`src/rtl/lu_pkg.sv`:
```
package lu_pkg;

    localparam int unsigned WORD_W = 32;
    localparam int unsigned BYTE_W = 8;

    typedef enum logic [1:0] {
        SEL_RXDATA  = 2'd0,
        SEL_TXDATA  = 2'd1,
        SEL_STATUS  = 2'd2,
        SEL_CONTROL = 2'd3
    } reg_sel_e;

    // status bit positions
    localparam int unsigned ST_RX_AVAIL = 0;
    localparam int unsigned ST_RX_FULL  = 1;
    localparam int unsigned ST_TX_EMPTY = 2;
    localparam int unsigned ST_IRQ_PEND = 4;

    // control bit positions
    localparam int unsigned CT_RX_RST   = 1;
    localparam int unsigned CT_IRQ_EN   = 4;

endpackage

```
`src/rtl/lu_rx_fifo.sv`:
```
module lu_rx_fifo #(
    parameter int unsigned DEPTH  = 8,
    parameter int unsigned DATA_W = 8,
    localparam int unsigned PTR_W = $clog2(DEPTH),
    localparam int unsigned CNT_W = $clog2(DEPTH + 1)
) (
    input  logic              clk,
    input  logic              rst_n,
    input  logic              push_valid,
    input  logic [DATA_W-1:0] push_data,
    output logic              push_ready,
    input  logic              pop,
    input  logic              clr,
    output logic [DATA_W-1:0] head_data,
    output logic [CNT_W-1:0]  count,
    output logic              full,
    output logic              nonempty_next
);

    typedef struct packed {
        logic [DEPTH-1:0][DATA_W-1:0] mem;
        logic [PTR_W-1:0]             wp;
        logic [CNT_W-1:0]             cnt;
    } fifo_st_t;

    fifo_st_t st_d, st_q;
    logic     push_ok;
    logic     pop_ok;
    logic [PTR_W-1:0] rd_idx;

    always_comb begin
        st_d       = st_q;
        full       = (st_q.cnt == CNT_W'(DEPTH));
        push_ready = !full;
        push_ok    = push_valid && !full;
        pop_ok     = pop && (st_q.cnt != '0);
        rd_idx     = st_q.wp - st_q.cnt[PTR_W-1:0];
        head_data  = st_q.mem[rd_idx];
        if (clr) begin
            st_d.wp  = '0;
            st_d.cnt = '0;
        end else begin
            if (push_ok) begin
                st_d.mem[st_q.wp] = push_data;
                st_d.wp           = st_q.wp + PTR_W'(1);
            end
            st_d.cnt = st_q.cnt + CNT_W'(push_ok) - CNT_W'(pop_ok);
        end
        nonempty_next = (st_d.cnt != '0);
        count         = st_q.cnt;
    end

    always_ff @(posedge clk or negedge rst_n) begin
        if (!rst_n) st_q <= '0;
        else        st_q <= st_d;
    end

endmodule

```
`src/rtl/lu_csr.sv`:
```
module lu_csr
    import lu_pkg::*;
(
    input  logic              clk,
    input  logic              rst_n,
    input  logic              acc_valid,
    input  logic              acc_write,
    input  reg_sel_e          acc_sel,
    input  logic [WORD_W-1:0] acc_wdata,
    input  logic              rx_nonempty,
    input  logic              rx_full,
    input  logic [BYTE_W-1:0] rx_head,
    input  logic              rx_nonempty_next,
    output logic [WORD_W-1:0] rsp_rdata,
    output logic              rsp_err,
    output logic              tx_valid,
    output logic [BYTE_W-1:0] tx_data,
    output logic              irq,
    output logic              irq_pend,
    output logic [WORD_W-1:0] ctrl_word
);

    typedef struct packed {
        logic [WORD_W-1:0] ctrl;
        logic [WORD_W-1:0] txr;
        logic              pend;
        logic              txv;
        logic [BYTE_W-1:0] txd;
        logic [WORD_W-1:0] rdata;
        logic              err;
    } csr_st_t;

    csr_st_t st_d, st_q;
    logic [WORD_W-1:0] status_word;

    always_comb begin
        status_word              = '0;
        status_word[ST_RX_AVAIL] = rx_nonempty;
        status_word[ST_RX_FULL]  = rx_full;
        status_word[ST_TX_EMPTY] = 1'b1;
        status_word[ST_IRQ_PEND] = st_q.pend;

        st_d       = st_q;
        st_d.txv   = 1'b0;
        st_d.err   = 1'b0;
        st_d.rdata = '0;
        if (acc_valid) begin
            if (acc_write) begin
                unique case (acc_sel)
                    SEL_TXDATA: begin
                        st_d.txr  = acc_wdata;
                        st_d.txv  = 1'b1;
                        st_d.txd  = acc_wdata[BYTE_W-1:0];
                        st_d.pend = 1'b1;
                    end
                    SEL_CONTROL: st_d.ctrl = acc_wdata;
                    SEL_STATUS:  st_d.err  = 1'b1;
                    default: ;
                endcase
            end else begin
                unique case (acc_sel)
                    SEL_RXDATA:  st_d.rdata = WORD_W'(rx_head);
                    SEL_TXDATA:  st_d.rdata = st_q.txr;
                    SEL_STATUS: begin
                        st_d.rdata = status_word;
                        st_d.pend  = 1'b0;
                    end
                    default:     st_d.rdata = st_q.ctrl;
                endcase
            end
        end
        if (rx_nonempty_next) st_d.pend = 1'b1;
    end

    always_ff @(posedge clk or negedge rst_n) begin
        if (!rst_n) st_q <= '0;
        else        st_q <= st_d;
    end

    assign rsp_rdata = st_q.rdata;
    assign rsp_err   = st_q.err;
    assign tx_valid  = st_q.txv;
    assign tx_data   = st_q.txd;
    assign irq_pend  = st_q.pend;
    assign ctrl_word = st_q.ctrl;
    assign irq       = st_q.pend && st_q.ctrl[CT_IRQ_EN];

endmodule

```
`src/rtl/lite_uart_regs.sv`:
```
module lite_uart_regs
    import lu_pkg::*;
#(
    parameter int unsigned ADDR_W = 6,
    parameter int unsigned DEPTH  = 8,
    localparam int unsigned CNT_W = $clog2(DEPTH + 1)
) (
    input  logic              clk,
    input  logic              rst_n,
    input  logic              req_valid,
    input  logic              req_write,
    input  logic [ADDR_W-1:0] req_addr,
    input  logic [WORD_W-1:0] req_wdata,
    output logic [WORD_W-1:0] rsp_rdata,
    output logic              rsp_err,
    input  logic              rx_valid,
    input  logic [BYTE_W-1:0] rx_data,
    output logic              rx_ready,
    output logic              tx_valid,
    output logic [BYTE_W-1:0] tx_data,
    output logic              irq
);

    logic [ADDR_W-1:0] word_idx;
    logic              in_map;
    logic              acc;
    reg_sel_e          sel;
    logic              rx_pop;
    logic              rx_clr;
    logic [BYTE_W-1:0] rx_head;
    logic [CNT_W-1:0]  rx_count;
    logic              rx_full;
    logic              rx_nonempty_next;
    logic              irq_pend;
    logic [WORD_W-1:0] ctrl_word;

    always_comb begin
        word_idx = req_addr >> 2;
        in_map   = (word_idx < ADDR_W'(4));
        sel      = reg_sel_e'(word_idx[1:0]);
        acc      = req_valid && in_map;
        rx_pop   = acc && !req_write && (sel == SEL_RXDATA);
        rx_clr   = acc && req_write && (sel == SEL_CONTROL) && req_wdata[CT_RX_RST];
    end

    lu_rx_fifo #(.DEPTH(DEPTH), .DATA_W(BYTE_W)) u_fifo (
        .clk           (clk),
        .rst_n         (rst_n),
        .push_valid    (rx_valid),
        .push_data     (rx_data),
        .push_ready    (rx_ready),
        .pop           (rx_pop),
        .clr           (rx_clr),
        .head_data     (rx_head),
        .count         (rx_count),
        .full          (rx_full),
        .nonempty_next (rx_nonempty_next)
    );

    lu_csr u_csr (
        .clk              (clk),
        .rst_n            (rst_n),
        .acc_valid        (acc),
        .acc_write        (req_write),
        .acc_sel          (sel),
        .acc_wdata        (req_wdata),
        .rx_nonempty      (rx_count != '0),
        .rx_full          (rx_full),
        .rx_head          (rx_head),
        .rx_nonempty_next (rx_nonempty_next),
        .rsp_rdata        (rsp_rdata),
        .rsp_err          (rsp_err),
        .tx_valid         (tx_valid),
        .tx_data          (tx_data),
        .irq              (irq),
        .irq_pend         (irq_pend),
        .ctrl_word        (ctrl_word)
    );

endmodule

```
`config.mk`:
```
export PLATFORM = sky130hd
export DESIGN_NAME = lite_uart_regs
export DESIGN_NICKNAME = d
export VERILOG_FILES = /design/src/rtl/lu_pkg.sv /design/src/rtl/lu_rx_fifo.sv /design/src/rtl/lu_csr.sv /design/src/rtl/lite_uart_regs.sv
export SDC_FILE = /design/constraint.sdc
export NUM_CORES = 1
export LEC_CHECK = 0
export ABC_AREA = 1
export BUFFER_PORTS_ARGS = -buffer_cell sky130_fd_sc_hd__buf_2
export CORE_UTILIZATION = 30
export CTS_BUF_LIST = sky130_fd_sc_hd__clkbuf_4 sky130_fd_sc_hd__clkbuf_8
export CTS_CLUSTER_DIAMETER = 30
export DETAILED_ROUTE_END_ITERATION = 10
export GPL_ROUTABILITY_DRIVEN = 0
export PLACE_DENSITY = 0.5
export SLEW_MARGIN = 20
export SYNTH_ARGS = -nofsm -noshare
export SYNTH_HDL_FRONTEND = slang
export SYNTH_SLANG_ARGS = --single-unit
```
`constraint.sdc`:
```
create_clock -name clk -period 3 [get_ports clk]
set_clock_uncertainty 0.1 [all_clocks]
set_input_delay 0.15 -clock clk [delete_from_list [all_inputs] [get_ports clk]]
set_output_delay 0.15 -clock clk [all_outputs]
set_load 0.01 [all_outputs]
```
==> impl_results.md <==
* Status: finished clean
* Post-synthesis xor/xnor area fraction at less than 1%
* Setup crit end kind: flip-flop
* Post-synth cell types at 29
* Max-cap violations at 0
* GRT Total Usage at 16.6%
* Wirelength per Cell at ~16 µm
* Worst EP required at around 3.3 ns
* Most common cell after layout, fill and taps aside: nand2_1
* Tcrit/Tclk final at approximately nine tenths
* Gate power share at approximately two fifths
* Cts repair resizes at 0
* Initial DRT Pass Iterations at 5
* Post-synthesis sequential area ratio at 53.6%
* Grt ovf at 0
* Critical Path AT at 2.97 ns
* Simple-gate area share of the yosys netlist at roughly 25%
* Clock Pin Slew Worst Setup and Hold Paths at 0.10 ns
* Largest cells by area after synthesis: dfrtp_1, nand2_1, nand3_1
* Multi-input logic area at 2880 µm²
* Critical path's largest stage delay at roughly 0.4 ns
* CTS root buf: clkbuf_8
* CP Launch Type: flip-flop
* Filler cells at between 2k and 3k
* Die X at 165 µm
* Slew @ Worst Pin at approximately 0.87 ns
* Unrepaired setup endpoints after global routing: no
* Area leader, netlist: dfrtp_1
* Final max-slew violation count at 0
* Static Leak at roughly 4.8 nW
* Initial drt markers at about 550
* Crit path top cell by count: ha_1
* Total Die Area at 27100 µm²
* Synth Area in Compound Gates at 8.89%
* Register bit count reported by yosys at 170
* Sequential share of power at 39.0%
* Total Power at about 0.0083 W
* Fmax at roughly 370 MHz
* Worst path slowest cell: dfrtp_1
* Post-synthesis mux area share at 0%
* Cell Chain, Critical Path: inv_1, ha_1, nor3b_1, nor4_1, ha_1, inv_1, ha_1, fa_1, xor2_1, nand2_1, nand2_1, nand3b_1
* First-pass GRT wire length at about 34000 µm
* CTS tree: done
* Post-DP HPWL at 13600 µm
* Switch share at between 40% and 50%
* Crit path time final at 2.71 ns
* DRC at 0
* Initial Util at between 30 and 40%
* Slew headroom at 41.6%
* IO Pins at 95
* Vias in the first global route at 6166
* Fraction of layout cells with a size suffix above 1 at 14.6%
* Cell family with most CP delay: adder cells
* Setup violators final at 0
* PortBufs at 92
* Syn Std Cell Area at between 7000 and 8000 µm²
* Area fraction of the dominant cell type after synthesis at 53.6%
* TritonCTS Sinks at 170
* Clock share of power at between 10% and 20%
* Final #Nets at about 1.1k
* Yosys warns at 0
* ANT nets after route at 0
* Die H at 165 µm
* ANT cells at 0
* Clk Latency, worst-skew pair at 0.48 ns
* Hold Crit Class: in2reg
* Sequential cell area at between 4000 and 5000 µm²
* Mapped Cells at 947
* Worst path bufs/invs at 2
* Fin. Hold Viols at 0
* Largest net degree at the start of global routing at 82
* Post-synth net total at about 1.0k
* CTS H-tree lvls at 4
* Initial antenna violation count at 0
* Cell internal pwr at ~0.0047 W
* Row count at 59
* CP Class: reg2reg
* Most frequent cells in the layout: nand2_1, dfrtp_1, nand3_1
* CTS Buffer Depth at 2
* Peak supply drop at between 0.5 and 0.6 mV
* CP Max Fanout at 5
* Largest family of logic cells by synthesized area: simple AND/OR/NAND/NOR gates
* Psw at 0.00359 W
* Via/cell ratio at ~4.6
* Synth-to-Final Area Change at 16.3%
* Final wirelength at 21500 µm
* Power Density at around 900 nW/µm²
* Setup TNS at 0 ns
* Average size of a mapped cell at between 8 and 9 µm²
* CORE AREA at between 20000 and 30000 µm²
* CTS buffer count at 17
* Via count at ~6.3k
* Post-Synth Adder-Cell Area at between 1.5 and 2%
## worst register-to-register path: stages, from the launching register on
cell	delay, ns
dfrtp_1	0.40
inv_1	0.16
ha_1	0.16
nor3b_1	0.34
nor4_1	0.10
ha_1	0.28
inv_1	0.04
ha_1	0.19
fa_1	0.38
xor2_1	0.17
nand2_1	0.08
nand2_1	0.05
nand3b_1	0.14
## power by group through the flow
stage / sequential (W) / combinational, W / clock, W
finish: 0.00324 / 0.00345 / 0.00162
global route: 0.00332 / 0.00393 / 0.00176
CTS: 0.00323 / 0.00348 / 0.00167
detailed placement: 0.00327 / 0.00343 / 0
global placement: 0.00326 / 0.00341 / 0
floorplan: 0.00317 / 0.00248 / 0
## final cells by class
| type | count | area share, % |
|---|---|---|
| repair buffers | 150 | 11.4 |
| clock buffers | 19 | 2.77 |
| multi-input cells | 624 | 31.2 |
| flip-flops and latches | 170 | 46.1 |
| inverters | 64 | 2.63 |
| well taps | 335 | 4.54 |
| clock inverters | 12 | 1.38 |
## kinds of logic (layout without fill, tap and decap cells)
kind of cell / Yosys count / in the layout
fa+ha+maj: 10 / 10
flops: 170 / 170
buf+inv: 153 / 245
compound gates: 137 / 137
xor+xnor: 1 / 1
simple gates: 476 / 476
## sequential cells by signal (all words and copies together) (netlist names)
signal,count
u_fifo.st_q,67
u_csr.ctrl_word,32
u_csr.rsp_rdata,32
u_csr.st_q,25
u_csr.tx_data,7
u_fifo.count,4
u_csr.irq_pend,1
u_csr.rsp_err,1
u_csr.tx_valid,1
## per-layer routing
metal  global-route usage, %  routed length [µm]  share of wire [%]  up-vias
met2                    25.9               10100                 47      136
met4                    5.21                 391                1.8        0
met3                    3.04                 859                4.0       24
met1                    23.1               10100                 47     3008
li1                        -                   -                  -     3135
met5                       0                   0                  0        -
## cells in the mapped netlist (all sizes together)
cell type and instances:
buf 74, xor2 1, fa 2, nor3b 1
dfrtp 170, nor2 77, ha 8, a211oi 2
nand3 99, a21oi 33, nor4 1, nand2 296
inv 64, nand3b 1, nand4 1, a22o 4
clkbuf 15, o21ai 98
## stage by stage
stage	cells	hold slack (ns)	util [%]	setup WS, ns	cell area, µm²
floorplan	947	-0.246	-	0.604	7940
finish	1374	0.0507	35.5	0.289	9230
global placement	1297	-0.0548	32.3	0.318	8390
global route	1374	0.0666	35.5	0.0719	9230
CTS	1374	0.0337	35.5	0.261	9230
detailed placement	1297	-0.0529	32.3	0.267	8390
## path summary, 6_finish.rpt
kind	from	endpoint	slack [ns]	cells past startpoint
max	u_fifo.count[2]	u_csr.irq_pend	0.29	12
min	req_addr[3]	u_csr.rsp_err	0.05	3
max reg2reg	u_fifo.count[2]	u_csr.irq_pend	0.29	12
min reg2reg	u_fifo.st_q[43]	u_fifo.st_q[43]	0.37	2
max in group asynchronous	rst_n	u_csr.rsp_rdata[22]	1.16	4
min in group asynchronous	rst_n	u_csr.st_q[55]	0.52	3
## what timing repair did
item,in CTS,in global routing
setup buffers,0,0
hold buffers,46,0
endpoints found under the hold margin,300,0
Power figures use the tool's default switching activity.
